<file path="src/rtl/csc_pkg.sv">
package csc_pkg;
    localparam int NUM_SRC = 4;
    localparam int SRC_DEAD  = 0;
    localparam int SRC_WARN  = 1;
    localparam int SRC_READY = 2;
    localparam int SRC_DET   = 3;

    localparam int NUM_IN  = 5;
    localparam int IN_CD1  = 0;
    localparam int IN_CD2  = 1;
    localparam int IN_RDY  = 2;
    localparam int IN_WARN = 3;
    localparam int IN_BVD1 = 4;

    // idle levels: empty socket, not ready, no warning, no dead battery
    localparam logic [NUM_IN-1:0] IDLE_LEVELS = 5'b11011;

    typedef logic [NUM_SRC-1:0] src_vec_t;
    typedef logic [NUM_IN-1:0]  in_vec_t;

    typedef struct packed {
        in_vec_t    prev;
        logic [1:0] cd_state;
    } det_state_t;

    typedef struct packed {
        src_vec_t pend;
        logic     pulse;
    } route_state_t;
endpackage

</file>
<file path="src/rtl/csc_sync.sv">
module csc_sync #(
    parameter int W = 1,
    parameter int STAGES = 2,
    parameter logic [W-1:0] RST_VAL = '0
) (
    input  logic         clk,
    input  logic         rst_n,
    input  logic [W-1:0] d,
    output logic [W-1:0] q
);
    logic [W-1:0] stg_q [STAGES];

    always_ff @(posedge clk or negedge rst_n) begin
        if (!rst_n) begin
            for (int i = 0; i < STAGES; i++) stg_q[i] <= RST_VAL;
        end else begin
            stg_q[0] <= d;
            for (int i = 1; i < STAGES; i++) stg_q[i] <= stg_q[i-1];
        end
    end

    assign q = stg_q[STAGES-1];
endmodule

</file>
<file path="src/rtl/csc_event_detect.sv">
module csc_event_detect
    import csc_pkg::*;
(
    input  logic     clk,
    input  logic     rst_n,
    input  in_vec_t  lvl,
    input  logic     io_card,
    input  logic     ri_en,
    output src_vec_t ev,
    output logic     ri_out_n,
    output logic     ring_path
);
    det_state_t st_d, st_q;
    in_vec_t    fall_w, rise_w;
    logic [1:0] cd_pair_w;
    logic       cd_ev_w;

    always_comb begin
        st_d      = st_q;
        fall_w    = st_q.prev & ~lvl;
        rise_w    = ~st_q.prev & lvl;
        cd_pair_w = {lvl[IN_CD2], lvl[IN_CD1]};
        cd_ev_w   = (lvl[IN_CD1] == lvl[IN_CD2]) && (cd_pair_w != st_q.cd_state);
        ring_path = io_card & ri_en;

        ev            = '0;
        ev[SRC_DET]   = cd_ev_w;
        ev[SRC_READY] = rise_w[IN_RDY];
        ev[SRC_WARN]  = fall_w[IN_WARN];
        ev[SRC_DEAD]  = fall_w[IN_BVD1] & ~ring_path;

        ri_out_n = ring_path ? lvl[IN_BVD1] : 1'b1;

        st_d.prev = lvl;
        if (cd_ev_w) st_d.cd_state = cd_pair_w;
    end

    always_ff @(posedge clk or negedge rst_n) begin
        if (!rst_n) st_q <= '{prev: IDLE_LEVELS, cd_state: 2'b11};
        else        st_q <= st_d;
    end
endmodule

</file>
<file path="src/rtl/csc_irq_route.sv">
module csc_irq_route
    import csc_pkg::*;
#(
    parameter int NUM_IRQ = 16,
    localparam int SEL_W = $clog2(NUM_IRQ)
) (
    input  logic               clk,
    input  logic               rst_n,
    input  src_vec_t           ev,
    input  src_vec_t           src_en,
    input  logic               ring_path,
    input  logic               stat_rd,
    input  logic               stat_wr,
    input  src_vec_t           stat_wdata,
    input  logic               wb_ack_mode,
    input  logic               pulse_mode,
    input  logic               use_intr,
    input  logic [SEL_W-1:0]   irq_sel,
    output src_vec_t           pend,
    output src_vec_t           stat_rdata,
    output logic [NUM_IRQ-1:0] irq_lines,
    output logic               intr_n
);
    route_state_t st_d, st_q;
    src_vec_t     clr_w, vis_w, mask_w;
    logic         fire_w;

    always_comb begin
        st_d   = st_q;
        mask_w = '1;
        mask_w[SRC_DEAD] = ~ring_path;
        vis_w  = st_q.pend & mask_w;

        if (wb_ack_mode) clr_w = stat_wr ? stat_wdata : '0;
        else             clr_w = stat_rd ? '1 : '0;

        st_d.pend  = (st_q.pend & ~clr_w) | ev;
        st_d.pulse = |(ev & src_en & ~st_q.pend);

        fire_w = pulse_mode ? st_q.pulse : |(vis_w & src_en);
        intr_n = ~(fire_w & use_intr);
    end

    for (genvar i = 0; i < NUM_IRQ; i++) begin : g_line
        assign irq_lines[i] = fire_w & ~use_intr & (irq_sel == SEL_W'(i));
    end

    assign pend       = st_q.pend;
    assign stat_rdata = vis_w;

    always_ff @(posedge clk or negedge rst_n) begin
        if (!rst_n) st_q <= '0;
        else        st_q <= st_d;
    end
endmodule

</file>
<file path="src/rtl/csc_irq_unit.sv">
module csc_irq_unit
    import csc_pkg::*;
#(
    parameter int NUM_IRQ = 16,
    parameter int SYNC_STAGES = 2,
    localparam int SEL_W = $clog2(NUM_IRQ)
) (
    input  logic               clk,
    input  logic               rst_n,
    input  logic               cd1_n,
    input  logic               cd2_n,
    input  logic               ready_i,
    input  logic               bat_warn_n,
    input  logic               bvd1_stschg_n,
    input  logic               io_card,
    input  logic               ri_en,
    input  logic [3:0]         src_en,
    input  logic               wb_ack_mode,
    input  logic               pulse_mode,
    input  logic               use_intr,
    input  logic [SEL_W-1:0]   irq_sel,
    input  logic               stat_rd,
    input  logic               stat_wr,
    input  logic [3:0]         stat_wdata,
    output logic [3:0]         stat_rdata,
    output logic [NUM_IRQ-1:0] irq_lines,
    output logic               intr_n,
    output logic               ri_out_n
);
    in_vec_t  raw_w, lvl_w;
    src_vec_t ev_vec, pend_vec;
    logic     ring_path_w;

    always_comb begin
        raw_w          = '0;
        raw_w[IN_CD1]  = cd1_n;
        raw_w[IN_CD2]  = cd2_n;
        raw_w[IN_RDY]  = ready_i;
        raw_w[IN_WARN] = bat_warn_n;
        raw_w[IN_BVD1] = bvd1_stschg_n;
    end

    csc_sync #(.W(NUM_IN), .STAGES(SYNC_STAGES), .RST_VAL(IDLE_LEVELS)) u_sync (
        .clk(clk), .rst_n(rst_n), .d(raw_w), .q(lvl_w)
    );

    csc_event_detect u_det (
        .clk(clk), .rst_n(rst_n), .lvl(lvl_w), .io_card(io_card), .ri_en(ri_en),
        .ev(ev_vec), .ri_out_n(ri_out_n), .ring_path(ring_path_w)
    );

    csc_irq_route #(.NUM_IRQ(NUM_IRQ)) u_route (
        .clk(clk), .rst_n(rst_n), .ev(ev_vec), .src_en(src_en),
        .ring_path(ring_path_w), .stat_rd(stat_rd), .stat_wr(stat_wr),
        .stat_wdata(stat_wdata), .wb_ack_mode(wb_ack_mode), .pulse_mode(pulse_mode),
        .use_intr(use_intr), .irq_sel(irq_sel), .pend(pend_vec),
        .stat_rdata(stat_rdata), .irq_lines(irq_lines), .intr_n(intr_n)
    );
endmodule

</file>
<file path="config.mk">
export PLATFORM = sky130hd
export DESIGN_NAME = csc_irq_unit
export DESIGN_NICKNAME = d
export VERILOG_FILES = /design/src/rtl/csc_pkg.sv /design/src/rtl/csc_sync.sv /design/src/rtl/csc_event_detect.sv /design/src/rtl/csc_irq_route.sv /design/src/rtl/csc_irq_unit.sv
export SDC_FILE = /design/constraint.sdc
export NUM_CORES = 1
export LEC_CHECK = 0
export BUFFER_PORTS_ARGS = -buffer_cell sky130_fd_sc_hd__buf_2
export CAP_MARGIN = 5
export CELL_PAD_IN_SITES_DETAIL_PLACEMENT = 0
export CELL_PAD_IN_SITES_GLOBAL_PLACEMENT = 1
export CORE_MARGIN = 5
export CORE_UTILIZATION = 33
export CTS_CLUSTER_SIZE = 20
export DETAILED_ROUTE_END_ITERATION = 7
export PLACE_DENSITY = 0.82
export SETUP_SLACK_MARGIN = 0.02
export SLEW_MARGIN = 20
export SYNTH_ARGS = -nofsm -noshare
export SYNTH_HDL_FRONTEND = slang
export SYNTH_HIERARCHICAL = 1
export SYNTH_SLANG_ARGS = --single-unit
</file>
<file path="constraint.sdc">
create_clock -name clk -period 1.65 [get_ports clk]
set_input_delay 0.2475 -clock clk [delete_from_list [all_inputs] [get_ports clk]]
set_output_delay 0.2475 -clock clk [all_outputs]
set_load 0.1 [all_outputs]
</file>
==> results.ini, run 1 <==
[route]
drt-total-wl_um = 2890
via_count = 933
first_iter_violations = 25
remaining_drc_errors = 0
wl_per_cell_um = 15.2
dr.pass1.iters = 4
vias_per_cell = 4.88
ant_nets = 0

[sta]
fin_ws_ns = -0.367
slew_headroom_pct = 67.0
worstMarginPinSlew_ns = 0.498
period_needed_ns = 2.02
clock_skew_ns = 0.00380
slew_viol_final = 0
setup_tns_ns = -5.00
fmax_ghz = 0.496
finalSetupViolCount = 17
fin_crit_sh_pct = 122
hold_viol = 0
grt_setup_unrepaired = yes

[worst_setup_path]
end_kind = output port
startpoint_type = flip-flop
crit_type = flip-flop to output port
cp_slowest_stage_delay_ns = 0.38
cp_cell_sequence = nand2b_4 > or3b_4 > buf_12 > nor4_4 > buf_12
cp_slowest_cell = or3b_4
critPathTopFamily = simple AND/OR/NAND/NOR gates
arrival_ns = 1.77
required_ns = 1.40
crit_buf_inv = 2
crit_path_frequent_cell = buf_12
path_max_fanout = 6

[clock_tree]
clk_pin_slew_worst_paths_ns = 0.10
htree_num_levels = 1
numClockSinks = 20
tritoncts = done
cts_root_buf = clkbuf_4
cts-buffers-inserted = 3
clk_path_buf_depth = 2
clk_latency_ns = 0.29

[floorplan]
num_rows = 20
fp.dieH_um = 65.1
die_w_um = 65.1
dieArea_um2 = 4230
io_pins = 48
start_util_pct = 33.6
coreArea_um2 = 2980

[power]
leakage_nw = 0.815
p_per_area_nw_per_um2 = 670
irDropWorstVdd_mv = 0.549
finalPower_mw = 1.35

[place]
globalplace.congestion = 0.847
dp_hpwl_um = 2280
port_buffers = 47

[global_route]
grt_overflow = 0
grt_pass1_wl_um = 4690
gr-usage-met3_pct = 2.25
grt_util_met2_pct = 28.6
met1_usage_pct = 15.4
antenna_found_initial = 0
busiest_layer = met2
grt_max_degree = 21
grt_usage_pct = 14.5
grt_pass1_vias = 1004

[flow_run]
drv_cap = 0

[final_layout]
drive_above_1_share_pct = 76.6
syn_to_final_growth_pct = 102
diodes = 0
nNetsFinal = 186
final_util_pct = 67.9

[synthesis]
syn_nets = 118
yosys_warnings = 6
avgSynthCellArea_um2 = 10.9
syn_inst = 92
syn_area_um2 = 1000

[run_status]
failed_checks = setup timing
status = complete, but fails checks

[worst_hold_path]
hp-class = primary input to flip-flop

-- flip-flops by register name (all words and copies together) (netlist names) --
name	count
u_det/st_q	5
u_sync/q	5
u_sync/stg_q	5
u_route/pend	4
u_route/st_q	1
-- through the flow --
step	setup WS, ns	instances	area [µm²]	hold WS [ns]
global placement	-0.120	177	1840	0.194
global route	-0.445	191	2020	0.0192
detailed placement	-0.155	177	1840	0.207
finish	-0.367	191	2020	0.0482
CTS	-0.391	190	2010	0.0332
floorplan	-1.04	92	1210	-0.0481
-- final cells by class --
type                       count  area, µm²
fill                         207        956
timing repair buffer          75        822
multi-input combinational     60        621
sequential                    20        515
tap                           33       41.3
clock buffer                   3       22.5
-- worst reg2reg max path: stages (launching register included) --
cell      delay (ns)
dfstp_2         0.57
o21bai_1        0.12
o22ai_1         0.12
nand2_1         0.07
o22ai_1         0.06
or2_2           0.29
-- path summary, 6_finish.rpt --
check | endpoint | from | depth (start not counted) | slack [ns]
max reg2reg | u_route/st_q[0] | u_sync/q[0] | 5 | 0.32
max | irq_lines[4] | u_route/st_q[0] | 5 | -0.37
min in group asynchronous | u_det/st_q[4] | rst_n | 2 | 0.42
min | u_sync/stg_q[8] | bat_warn_n | 1 | 0.05
max in group asynchronous | u_sync/q[0] | rst_n | 2 | 0.90
min reg2reg | u_sync/q[1] | u_sync/stg_q[6] | 0 | 0.36
-- timing repair --
item	in CTS	in global routing
hold endpoints to repair	8	0
hold buffers	1	0
endpoints found under the setup margin	17	18
buffers inserted	9	1
gates resized for setup	9	1
cloned	0	0
pin swaps	10	3
-- metal layers --
layer	wire (µm)	vias up	share of wire, %
li1	-	457	-
met1	1080	450	37
met2	1660	24	57
met3	129	2	4.5
met4	21	0	0.73
met5	0	-	0
-- layout by cell type, fill, tap and decap left out, drive strengths merged --
cell type and count:
dfrtp 8, nor2 1, nand2b 5, a21o 1
or2 2, nor3b 1, dfstp 12, and2 2
a211oi 1, a22o 1, nand2 7, nor2b 2
a31o 4, dlygate4sd3 1, nand3 5, nand3b 4
or3b 1, o21bai 1, maj3 2, nor4 8
nor3 8, buf 73, and2b 1, o22ai 3
clkbuf 4
-- power breakdown --
| group | switching, mW | internal (mW) |
|---|---|---|
| Combinational | 0.339 | 0.241 |
| Sequential | 0.0196 | 0.541 |
| Clock | 0.128 | 0.0847 |
| Total | 0.487 | 0.867 |
Note: power is estimated with default switching activity, not from simulation.
==> run 2: changes to the inputs <==
==> constraint.sdc (replaced) <==
create_clock -name clk -period 2.05 [get_ports clk]
set_input_delay 0.3075 -clock clk [delete_from_list [all_inputs] [get_ports clk]]
set_output_delay 0.3075 -clock clk [all_outputs]
set_load 0.1 [all_outputs]
==> run 2 against run 1 <==
  * The run still ends with setup timing left
  * Largest cell class unchanged
  * Cell count down 7.3%
  * Total power decreased by 18%
  * Clock power grew 4%
  * Critical path type unchanged
  * Sequential share of layout area grew 1.4 points
  * Utilization fell by 3.6 points
  * Critical path depth did not move
  * Via count down 3.3%
  * First-iteration DRC count shrank 68%
  * Combinational power is 26% lower
  * Cell area down 5.3%
  * Global-route usage grew 0.27 points
  * Worst hold slack improved by 0.052 ns
==> results.ini, run 2 (synthesized netlist as in run 1, its figures left out) <==
[final_layout]
fin_area_um2 = 1910
register_area_um2 = 515
nNetsFinal = 171
num-fill-cells = 227
drive_above_1_share_pct = 74.3
multi_input_area_um2 = 628
diodes = 0
layout_commonest_cell = buf_2
layout_common_cells = 30 x buf_2, 24 x buf_12, 12 x dfstp_2
final_util_pct = 64.3
instances_no_fill = 177
syn_to_final_growth_pct = 91.3

[route]
via_count = 902
remaining_drc_errors = 0
ant_nets = 0
drt-total-wl_um = 3090
dr.pass1.iters = 2
first_iter_violations = 8
wl_per_cell_um = 17.4
vias_per_cell = 5.10

[place]
dp_hpwl_um = 2060
port_buffers = 47
globalplace.congestion = 0.753
placed_cell_area_um2 = 1690
place_ws_ns = 0.118
place_inst = 163

[clock_tree]
clk_pin_slew_worst_paths_ns = 0.11
clk_path_buf_depth = 2
numClockSinks = 20
cts_root_buf = clkbuf_4
clk_latency_ns = 0.29
cts-buffers-inserted = 3
htree_num_levels = 1
tritoncts = done

[power]
p_per_area_nw_per_um2 = 579
leakage_nw = 0.751
pwr-share-clk_pct = 20.0
netSwitchingFraction_pct = 36.1
finalPower_mw = 1.11
intPower_uw = 708
switchingPower_uw = 400
p_comb_share_pct = 38.8
seq_power_share_pct = 41.1
irDropWorstVdd_mv = 0.484

[run_status]
status = complete, but fails checks
failed_checks = setup timing

[sta]
grt_setup_unrepaired = yes
clock_skew_ns = 0.000632
fmax_ghz = 0.473
hold_viol = 0
worstMarginPinSlew_ns = 0.503
period_needed_ns = 2.11
fin_ws_ns = -0.0631
hold_slack_ns = 0.101
fin_crit_sh_pct = 103
finalSetupViolCount = 7
slew_viol_final = 0
slew_headroom_pct = 66.7
setup_tns_ns = -0.298

[worst_setup_path]
required_ns = 1.74
cp_slowest_stage_delay_ns = 0.38
reg2reg_depth = 5
cp_slowest_cell = or3b_4
cp-startpoint = u_route/st_q[0]
worst-path-stages = 5
path_max_fanout = 6
critPathTopFamily = simple AND/OR/NAND/NOR gates
end_kind = output port
cp_cell_sequence = nand2b_4 > or3b_4 > buf_12 > nor4_4 > buf_12
crit_end = irq_lines[4]
r2r_setup_slack_ns = 0.72
rr_endpoint = u_route/st_q[0]
startpoint_type = flip-flop
arrival_ns = 1.81
crit_type = flip-flop to output port
crit_buf_inv = 2
reg2reg_from = u_sync/q[0]
crit_path_frequent_cell = buf_12

[floorplan]
io_pins = 48
start_util_pct = 33.6
dieArea_um2 = 4230
num_rows = 20
coreArea_um2 = 2980
die_w_um = 65.1
fp.dieH_um = 65.1

[global_route]
antenna_found_initial = 0
grt_max_degree = 21
grt_overflow = 0
grt_pass1_wl_um = 4720
grt_pass1_vias = 992
grt_usage_pct = 14.8

[flow_run]
drv_cap = 0

[worst_hold_path]
hp-class = primary input to flip-flop

==> run 2: area by class of cell <==
type	count	share of cell area [%]
clock buffer	4	1.90
sequential	20	26.9
timing repair buffer	60	36.2
tap	33	2.16
multi-input combinational	60	32.8
==> run 2: power groups by stage <==
stage	sequential [mW]	clock [mW]	combinational [mW]
2_1_floorplan	0.455	0	0.277
3_3_place_gp	0.461	0	0.348
3_5_place_dp	0.464	0	0.352
4_1_cts	0.455	0.232	0.420
5_1_grt	0.460	0.250	0.449
6_report	0.456	0.222	0.430
==> run 2: worst min-delay path by stage <==
stage / start / end / slack (ns) / cells past startpoint
floorplan: rst_n / u_det/st_q[4] / 0.01 / 0
global placement: rst_n / u_sync/stg_q[7] / 0.26 / 1
detailed placement: rst_n / u_sync/q[2] / 0.27 / 1
CTS: bvd1_stschg_n / u_sync/stg_q[9] / 0.09 / 1
global route: cd1_n / u_sync/stg_q[5] / 0.08 / 1
finish: bvd1_stschg_n / u_sync/stg_q[9] / 0.10 / 1
==> run 2: layer usage <==
| metal | wire length (µm) | vias to the layer above | global-route usage, % |
|---|---|---|---|
| met5 | 0 | - | 0 |
| met3 | 164 | 4 | 3.29 |
| met2 | 1820 | 26 | 29.4 |
| li1 | - | 430 | - |
| met1 | 1040 | 442 | 14.9 |
| met4 | 58 | 0 | 4.66 |
==> run 2: what timing repair did <==
action / in CTS / in global routing
buffers inserted: 9 / 1
setup endpoints to repair: 17 / 17
hold endpoints to repair: 8 / 0
pin swaps: 5 / 9
hold buffers: 1 / 0
resized for setup: 6 / 4
